## config.mk

```make
export PLATFORM = sky130hd
export DESIGN_NAME = frame_aligner
export DESIGN_NICKNAME = d
export VERILOG_FILES = /design/src/rtl/frame_aligner_pkg.sv /design/src/rtl/fa_sync_detect.sv /design/src/rtl/fa_frame_counter.sv /design/src/rtl/fa_lock_fsm.sv /design/src/rtl/frame_aligner.sv
export SDC_FILE = /design/constraint.sdc
export NUM_CORES = 1
export LEC_CHECK = 0
export ABC_AREA = 1
export ABC_CLOCK_PERIOD_IN_PS = 2800
export BUFFER_PORTS_ARGS = -buffer_cell sky130_fd_sc_hd__buf_4
export CAP_MARGIN = 15
export CORE_ASPECT_RATIO = 1.1
export CORE_MARGIN = 3
export CORE_UTILIZATION = 55
export CTS_CLUSTER_SIZE = 12
export DETAILED_ROUTE_END_ITERATION = 8
export PLACE_DENSITY_LB_ADDON = 0.3
export SLEW_MARGIN = 20
export SYNTH_ARGS = -nofsm -noshare
export SYNTH_HDL_FRONTEND = slang
export SYNTH_SLANG_ARGS = --single-unit
export TNS_END_PERCENT = 30
```

## constraint.sdc

```tcl
create_clock -name clk -period 2.8 [get_ports clk]
set_input_delay 0 -clock clk [delete_from_list [all_inputs] [get_ports clk]]
set_output_delay 0 -clock clk [all_outputs]
set_load 0.05 [all_outputs]
```

## src/rtl/frame_aligner_pkg.sv

```systemverilog
`timescale 1ns/1ps
// Package: shared types of the frame aligner.
// Assumes nothing beyond IEEE 1800-2017 enum support.
package frame_aligner_pkg;

    // Control states: two unlocked, two locked.
    typedef enum logic [1:0] {
        FA_HUNT    = 2'd0,
        FA_CONFIRM = 2'd1,
        FA_LOCK    = 2'd2,
        FA_LOSS    = 2'd3
    } fa_state_e;

endpackage

```

## src/rtl/fa_sync_detect.sv

```systemverilog
`timescale 1ns/1ps
// Sync word detector.
// Keeps the last SYNC_W-1 accepted bits and compares them, together with
// the incoming bit, against SYNC_WORD. The hit is combinational, in the
// cycle of the completing bit. Assumes SYNC_W >= 2. A fill counter stops
// the reset contents of the history from taking part in a match.
module fa_sync_detect #(
    parameter int                SYNC_W    = 8,
    parameter logic [SYNC_W-1:0] SYNC_WORD = 8'h1D
) (
    input  logic clk,
    input  logic rst_n,
    input  logic bit_in,
    input  logic bit_vld,
    output logic hit
);
    localparam int FILL_W = (SYNC_W > 2) ? $clog2(SYNC_W) : 1;
    localparam logic [FILL_W-1:0] FILL_FULL = FILL_W'(SYNC_W - 1);

    logic [SYNC_W-2:0] hist_q;
    logic [SYNC_W-1:0] window;
    logic [FILL_W-1:0] fill_q;
    logic              primed;

    // Candidate window: stored history plus the bit now arriving.
    always_comb begin
        window = {hist_q, bit_in};
        primed = (fill_q == FILL_FULL);
        hit    = bit_vld && primed && (window == SYNC_WORD);
    end

    // History shift register, advanced only on accepted bits.
    always_ff @(posedge clk) begin
        if (!rst_n) begin
            hist_q <= '0;
        end else if (bit_vld) begin
            hist_q <= window[SYNC_W-2:0];
        end
    end

    // Count accepted bits until the history holds SYNC_W-1 real bits.
    always_ff @(posedge clk) begin
        if (!rst_n) begin
            fill_q <= '0;
        end else if (bit_vld && !primed) begin
            fill_q <= fill_q + 1'b1;
        end
    end
endmodule

```

## src/rtl/fa_frame_counter.sv

```systemverilog
`timescale 1ns/1ps
// Bit position counter, modulo FRAME_BITS.
// Position 0 is the last bit of the sync word. `wrap` flags an accepted
// bit that lands on position 0 by normal counting, which is the expected
// boundary. `restart` forces position 0 and is only raised with an
// accepted bit.
module fa_frame_counter #(
    parameter int FRAME_BITS = 32,
    parameter int IDX_W      = 5
) (
    input  logic             clk,
    input  logic             rst_n,
    input  logic             bit_vld,
    input  logic             restart,
    output logic [IDX_W-1:0] idx,
    output logic             wrap
);
    localparam logic [IDX_W-1:0] LAST = IDX_W'(FRAME_BITS - 1);

    logic [IDX_W-1:0] idx_q;

    // Boundary flag for the bit now being accepted.
    always_comb begin
        idx  = idx_q;
        wrap = bit_vld && (idx_q == LAST);
    end

    // Advance per accepted bit; restart or wrap return to zero.
    always_ff @(posedge clk) begin
        if (!rst_n) begin
            idx_q <= '0;
        end else if (bit_vld) begin
            if (restart || wrap) begin
                idx_q <= '0;
            end else begin
                idx_q <= idx_q + 1'b1;
            end
        end
    end
endmodule

```

## src/rtl/fa_lock_fsm.sv

```systemverilog
`timescale 1ns/1ps
// Lock control machine with hysteresis.
// Hunts on every bit, confirms on one boundary, then tests only the
// boundaries. It drops lock after MISS_LIMIT consecutive misses.
// Assumes MISS_LIMIT >= 2. The first miss is counted by entering the
// loss-check state, and miss_q counts the misses after it.
module fa_lock_fsm
    import frame_aligner_pkg::*;
#(
    parameter int MISS_LIMIT = 3
) (
    input  logic clk,
    input  logic rst_n,
    input  logic hit,
    input  logic wrap,
    output logic restart,
    output logic locked,
    output logic frame_start
);
    localparam int MISS_W = (MISS_LIMIT > 2) ? $clog2(MISS_LIMIT - 1) : 1;
    localparam logic [MISS_W-1:0] MISS_LAST = MISS_W'(MISS_LIMIT - 2);

    fa_state_e         state_q, state_d;
    logic [MISS_W-1:0] miss_q, miss_d;
    logic              fs_q, fs_d;

    // Next state, miss count and boundary pulse.
    always_comb begin
        state_d = state_q;
        miss_d  = miss_q;
        restart = 1'b0;
        unique case (state_q)
            FA_HUNT: begin
                if (hit) begin
                    state_d = FA_CONFIRM;
                    restart = 1'b1;
                end
            end
            FA_CONFIRM: begin
                if (wrap) begin
                    state_d = hit ? FA_LOCK : FA_HUNT;
                end
            end
            FA_LOCK: begin
                if (wrap && !hit) begin
                    state_d = FA_LOSS;
                    miss_d  = '0;
                end
            end
            FA_LOSS: begin
                if (wrap) begin
                    if (hit) begin
                        state_d = FA_LOCK;
                        miss_d  = '0;
                    end else if (miss_q == MISS_LAST) begin
                        state_d = FA_HUNT;
                    end else begin
                        miss_d = miss_q + 1'b1;
                    end
                end
            end
            default: state_d = FA_HUNT;
        endcase
        fs_d = wrap && ((state_d == FA_LOCK) || (state_d == FA_LOSS));
    end

    // State, miss counter and pulse registers.
    always_ff @(posedge clk) begin
        if (!rst_n) begin
            state_q <= FA_HUNT;
            miss_q  <= '0;
            fs_q    <= 1'b0;
        end else begin
            state_q <= state_d;
            miss_q  <= miss_d;
            fs_q    <= fs_d;
        end
    end

    // Lock status covers both locked sub-states.
    always_comb begin
        locked      = (state_q == FA_LOCK) || (state_q == FA_LOSS);
        frame_start = fs_q;
    end
endmodule

```

## src/rtl/frame_aligner.sv

```systemverilog
`timescale 1ns/1ps
// Serial frame aligner, top level.
// Connects the sync detector, the bit position counter and the lock
// machine. It assumes one bit per accepted cycle, SYNC_W >= 2,
// FRAME_BITS > SYNC_W and MISS_LIMIT >= 2.
module frame_aligner #(
    parameter int                SYNC_W     = 8,
    parameter logic [SYNC_W-1:0] SYNC_WORD  = 8'h1D,
    parameter int                FRAME_BITS = 32,
    parameter int                MISS_LIMIT = 3,
    localparam int               IDX_W      = (FRAME_BITS > 2) ? $clog2(FRAME_BITS) : 1
) (
    input  logic             clk,
    input  logic             rst_n,
    input  logic             bit_in,
    input  logic             bit_vld,
    output logic             locked,
    output logic             frame_start,
    output logic [IDX_W-1:0] bit_idx
);
    logic hit;
    logic wrap;
    logic restart;

    fa_sync_detect #(
        .SYNC_W    (SYNC_W),
        .SYNC_WORD (SYNC_WORD)
    ) u_detect (
        .clk     (clk),
        .rst_n   (rst_n),
        .bit_in  (bit_in),
        .bit_vld (bit_vld),
        .hit     (hit)
    );

    fa_frame_counter #(
        .FRAME_BITS (FRAME_BITS),
        .IDX_W      (IDX_W)
    ) u_counter (
        .clk     (clk),
        .rst_n   (rst_n),
        .bit_vld (bit_vld),
        .restart (restart),
        .idx     (bit_idx),
        .wrap    (wrap)
    );

    fa_lock_fsm #(
        .MISS_LIMIT (MISS_LIMIT)
    ) u_fsm (
        .clk         (clk),
        .rst_n       (rst_n),
        .hit         (hit),
        .wrap        (wrap),
        .restart     (restart),
        .locked      (locked),
        .frame_start (frame_start)
    );
endmodule

```

### Word-level counts from Yosys, hierarchy flattened

Index checks and enable logic that the tools add are counted.

| word-level totals | value |
|---|---|
| input port bits | 4 |
| bits in registers | 19 |

| operators by class | value |
|---|---|
| reductions and logical operators | 14 |
| equal/unequal tests | 10 |
| $add $sub $neg | 3 |
| multiplexer cells | 16 |

Operator list:

| cell | number |
|---|---|
| 2-to-1 mux 2 bit | 7 |
| equality test 2 bit (second input constant) | 4 |
| equality test 8 x 5 -> 1 bit (second input constant) | 1 |
| case mux 2 bit (4 select lines) | 1 |
| logical AND 1 bit | 6 |
| 2-to-1 mux 1 bit | 6 |
| adder 5 x 1 -> 5 bit (second input constant) | 1 |
| equality test 5 bit (second input constant) | 1 |
| 2-to-1 mux 5 bit | 1 |
| adder 3 x 1 -> 3 bit (second input constant) | 1 |
| equality test 3 bit (second input constant) | 1 |
| logical OR 1 bit | 3 |
| AND reduction 3 bit | 1 |
| equality test 2 x 1 -> 1 bit (second input constant) | 1 |
| logical NOT 1 bit | 2 |
| logical NOT 2 bit | 1 |
| != test 2 x 1 -> 1 bit (second input constant) | 1 |
| != test 2 bit (second input constant) | 1 |
| case mux 1 bit (2 select lines) | 1 |
| nonzero test 2 bit | 1 |
| adder 1 bit (second input constant) | 1 |

### Depth between registers and ports, before layout

| depth | value |
|---|---|
| depth after elaboration | 10 |
| gate-level depth with buffers | 10 |

### Hierarchy

A second synthesis with hierarchy kept.

| second synthesis, totals | value |
|---|---|
| cell total of the unflattened synthesis | 131 |
| area, all modules | 935.9 µm² |

By module, submodules not included:

| module | instances | cells each | seq. area each (µm²) | area an instance (µm²) |
|---|---|---|---|---|
| fa_sync_detect | 1 | 58 | 200.2 | 439.2 |
| fa_frame_counter | 1 | 34 | 100.1 | 271.5 |
| fa_lock_fsm | 1 | 39 | 80.1 | 225.2 |

### Least setup slack after synthesis

Ideal clock, no wire load.

| timing path | value |
|---|---|
| kind | flip-flop to flip-flop |
| start point | reg u_counter.idx_q[0] (netlist: u_counter.idx[0]) |
| end point | reg u_fsm.state_q[0] |
| cell stages (with the launch flop) | 10 |
| library setup time | 0.066 ns |
| path slack | 1.008 ns |
| clock period less this slack | 1.792 ns |
| data arrival time | 1.725 ns |
| required time | 2.734 ns |
| path through | dfxtp_1 > ha_1 > and3_1 > ha_1 > nand2_1 > inv_2 > nand3_1 > nand3_1 > nand2_1 > a21oi_2 |

| between the ends | value |
|---|---|
| cells in the longest elaborated chain, start to end | 5 |
| elaborated cells on any way between the ends | 7 |

RTL lines:

| element | line | source |
|---|---|---|
| from (decl) | fa_frame_counter.sv:20 | `logic [IDX_W-1:0] idx_q;` |
| from (signal assigned) | fa_frame_counter.sv:36 | `idx_q <= idx_q + 1'b1;` |
| equality test 5 bit (*) | fa_frame_counter.sv:25 | `wrap = bit_vld && (idx_q == LAST);` |
| logical AND 1 bit (*) | fa_frame_counter.sv:25 |  |
| logical AND 1 bit | fa_lock_fsm.sv:45 | `if (wrap && !hit) begin` |
| 2-to-1 mux 2 bit | fa_lock_fsm.sv:45 |  |
| case mux 2 bit (4 select lines) (*) | fa_lock_fsm.sv:32 | `unique case (state_q)` |
| to (signal assigned) | fa_lock_fsm.sv:74 | `state_q <= state_d;` |
| to (decl) | fa_lock_fsm.sv:23 | `fa_state_e state_q, state_d;` |

Every way passes the cells marked *; elsewhere a longest branch is shown, timed or not.
A chain may end at the register's enable or synchronous reset.

### Worst setup path after layout

| timing path | value |
|---|---|
| start point | reg u_counter.idx_q[0] (netlist: u_counter.idx[0]) |
| end point | reg u_fsm.fs_q (netlist: u_fsm.frame_start) |

| between the ends | value |
|---|---|
| cells in the longest elaborated chain, start to end | 8 |
| elaborated cells on any way between the ends | 11 |

RTL lines:

| element | line | source |
|---|---|---|
| equality test 5 bit (*) | fa_frame_counter.sv:25 |  |
| logical AND 1 bit (*) | fa_frame_counter.sv:25 |  |
| logical AND 1 bit | fa_lock_fsm.sv:45 |  |
| 2-to-1 mux 2 bit | fa_lock_fsm.sv:45 |  |
| case mux 2 bit (4 select lines) | fa_lock_fsm.sv:32 |  |
| equality test 2 bit | fa_lock_fsm.sv:64 | `fs_d = wrap && ((state_d == FA_LOCK) \|\| (state_d == FA_LOSS));` |
| logical OR 1 bit | fa_lock_fsm.sv:64 |  |
| logical AND 1 bit (*) | fa_lock_fsm.sv:64 |  |
| to (signal assigned) | fa_lock_fsm.sv:76 | `fs_q <= fs_d;` |
| to (decl) | fa_lock_fsm.sv:25 | `logic fs_q, fs_d;` |

Marks and branches as above.

==> metrics.md <==
| Metric | Value |
|---|---|
| Outcome | complete, no violations |
| Met1 Use GR | 0.1937 |
| Starting Density | 0.6141 |
| Final setup viols | 0 |
| XOR/XNOR Fraction of Synth Area | 0.02979 |
| First DRT Iteration DRCs | 24 |
| Largest cells by area after synthesis | dfxtp_1 (43%), nand2_1 (6.4%), nor2_1 (6.4%) |
| Wire per inst | 12.11 um |
| Share of cells above drive strength 1 | 0.1484 |
| VDD IR max | 0.4652 mV |
| Clock slew at reported path FFs | 0.11 ns |
| Mapped Nets | 123 |
| N_diodes | 0 |
| Final Cycle Share | 0.5875 |
| CTS Buffer Depth | 2 |
| Fillers | 123 |
| Simple-gate share of the synthesized area | 0.2553 |
| Largest net degree at the start of global routing | 17 |
| Distinct cell type count after synthesis | 23 |
| Worst Path Max Fanout | 5 |
| Worst setup margin | 1.155 ns |
| CTS buffer count | 3 |
| Adder-Cell Fraction of Synth Area | 0.05674 |
| RD Place Congestion | 0.7645 |
| GR peak layer | met2 |
| Number of synthesized flops with an enable pin | 0 |
| Total routed wirelength | 1744 um |
| Met3 usage | 0.02256 |
| Main synth FF type | dfxtp_1 |
| Achievable Freq | 0.6079 GHz |
| CTS tree | yes |
| Critical Path RT | 3.04 ns |
| FF+latch count, synth | 19 |
| Max-slew violations | 0 |
| ANT nets after route | 0 |
| Post-route cell area | 0.001011 sq mm |
| Die H | 48 um |
| PnR Total Power | 489.5 uW |
| Max Cap Viol | 0 |
| Worst-skew pair later-pin latency | 0.30 ns |
| Area of the multi-input gates | 425.4 sq um |
| Post-DP HPWL | 1259 um |
| Largest family of logic cells by synthesized area | simple AND/OR/NAND/NOR gates |
| Cell row count | 14 |
| Compound-cell area share of the yosys netlist | 0.1177 |
| Sink Count | 19 |
| Antenna violations before repair | 0 |
| Worst-Margin Slew | 0.2574 ns |
| CP Class | register to register |
| List of most frequent post-synthesis cells | dfxtp_1 (19), nand2_1 (15), nor2_1 (15), inv_1 (13), o21ai_0 (10) |
| Avg Cell Area, Syn | 7.670 sq um |
| Number of global-route vias before repair | 760 |
| Num ports | 11 |
| H-tree lvl count | 1 |
| Register area | 380.4 sq um |
| Post-Route Skew | 0.007727 ns |
| Mux contribution to synthesized area | 0.02270 |
| Dominant cell by count in the synthesized netlist | dfxtp_1 |
| Cts repair resizes | 0 |
| Seq/Total Area, Yosys | 0.4312 |
| First-pass GRT wire length | 2946 um |
| Global-route usage over all layers | 0.1929 |
| Dpl cell area | 953.4 sq um |
| Die area | 0.002121 sq mm |
| Top cell type's share of synthesized area | 0.4312 |
| DR pass1 iterations | 4 |
| Area Growth Syn to Fin | 14.61% |
| Nature of the critical path startpoint | register |
| CP endpoint kind | register |
| RSZ-0062 raised after global routing | false |
| P_leak | 0.0004568 uW |
| Post-route minimum period | 1.645 ns |
| Total gr overflow | 0 |
| Final #Nets | 137 |
| Total setup buffers inserted after CTS | 0 |
| Area leader, netlist | dfxtp_1 |
| Root Buffer | clkbuf_4 |
| DR vias | 796 |
| # hold bufs at CTS | 3 |
| Final Core Density | 0.7038 |
| Setup WS pre-CTS | 1.201 ns |
| Yosys Warn Count | 0 |
| # DRC | 0 |
| Via-to-Cell Ratio | 5.528 |
| Critical path arrival | 1.88 ns |
| Synth Instances | 115 |
| Normalized max-slew margin | 0.8282 |
| Core Box Area | 0.001436 sq mm |
| Power per cell area | 484.2 mW/mm^2 |
| Post-synth ARST share | 0 |
| I/O Buffers | 10 |
| Die Wd | 44.19 um |
| Worst hold path class | input pin to register |
| Met2 GRT Util | 0.3866 |
| Netlist Area Pre-Place | 882.1 sq um |
| Final Hold Viols | 0 |
| Total Neg Setup Slack | 0 ns |
[cell type report]
cell class	instances	share of cell area
Tap cell	16	0.01980
Clock inverter	1	0.004950
Multi-Input combinational cell	78	0.4208
Timing Repair Buffer	13	0.1040
Clock buffer	3	0.02228
Sequential cell	19	0.3762
Inverter	14	0.05198
[placed cells by master (no fill, tap or decap)]
cell type and count:
and3_1 1, or2_4 1, nor2_1 15, xor2_1 2
nand4_1 2, inv_2 1, ha_1 4, xnor2_1 1
nand3b_1 1, nor3_1 6, dfxtp_1 19, clkinv_2 1
nand3_1 6, inv_1 13, clkbuf_4 3, a21oi_2 1
buf_4 10, nand2_1 15, a21oi_1 9, nand2_2 1
mux2i_1 2, nand2_4 1, dlygate4sd3_1 3, o21ai_0 10
[stage by stage]
stage | hold WS, ns | instances
finish | 0.01191 | 144
global route | 0.03240 | 144
CTS | 0.003548 | 144
detailed placement | 0.2981 | 137
global placement | 0.2905 | 137
floorplan | 0.1925 | 115
[path summary, 6_finish.rpt]
check	startpoint	end	slack [ns]	depth (start not counted)
max	u_counter.idx[0]	u_fsm.frame_start	1.15	10
min	bit_vld	u_detect.hist_q[1]	0.01	2
min reg2reg	u_detect.hist_q[5]	u_detect.hist_q[6]	0.48	2
max reg2reg	u_counter.idx[0]	u_fsm.frame_start	1.15	10
[where the power goes]
| part | leakage [uW] | switching (uW) | internal, uW | total (uW) |
|---|---|---|---|---|
| clock | 0.0000177 | 83.6 | 53.2 | 137 |
| sequential | 0.000156 | 9.00 | 283 | 292 |
| combinational | 0.000284 | 37.4 | 23.4 | 60.8 |
| total | 0.000457 | 130 | 360 | 489 |
[routing by layer]
layer | part of all wire | wire length (um) | vias up
met1 | 0.39 | 687 | 361
met3 | 0.063 | 110 | 4
met2 | 0.52 | 908 | 31
met4 | 0.022 | 38 | 0
met5 | 0 | 0 | -
li1 | - | - | 400
[worst max-delay path, cell delays in order (launching register included)]
cell     delay, ns
dfxtp_1       0.36
ha_1          0.21
and3_1        0.18
ha_1          0.17
nand2_1       0.19
inv_2         0.08
nand2_1       0.08
nand2_1       0.05
nand2_1       0.07
nand3_1       0.09
nor2_1        0.09
[registers in the layout, summed over array words and instances (netlist names)]
name	count
u_fsm.state_q	2
u_detect.hist_q	7
u_detect.fill_q	3
u_fsm.frame_start	1
u_fsm.miss_q	1
u_counter.idx	5
[kinds of logic (layout without fill, tap and decap cells)]
family | after synthesis | after routing
AOI/OAI and AO/OA | 20 | 20
xor gates and xnor gates | 3 | 3
adders and majority gates | 4 | 4
buffers and inverters | 18 | 31
DFF | 19 | 19
muxes | 2 | 2
and+or+nand+nor | 49 | 49
(Power assumes the default switching activity.)
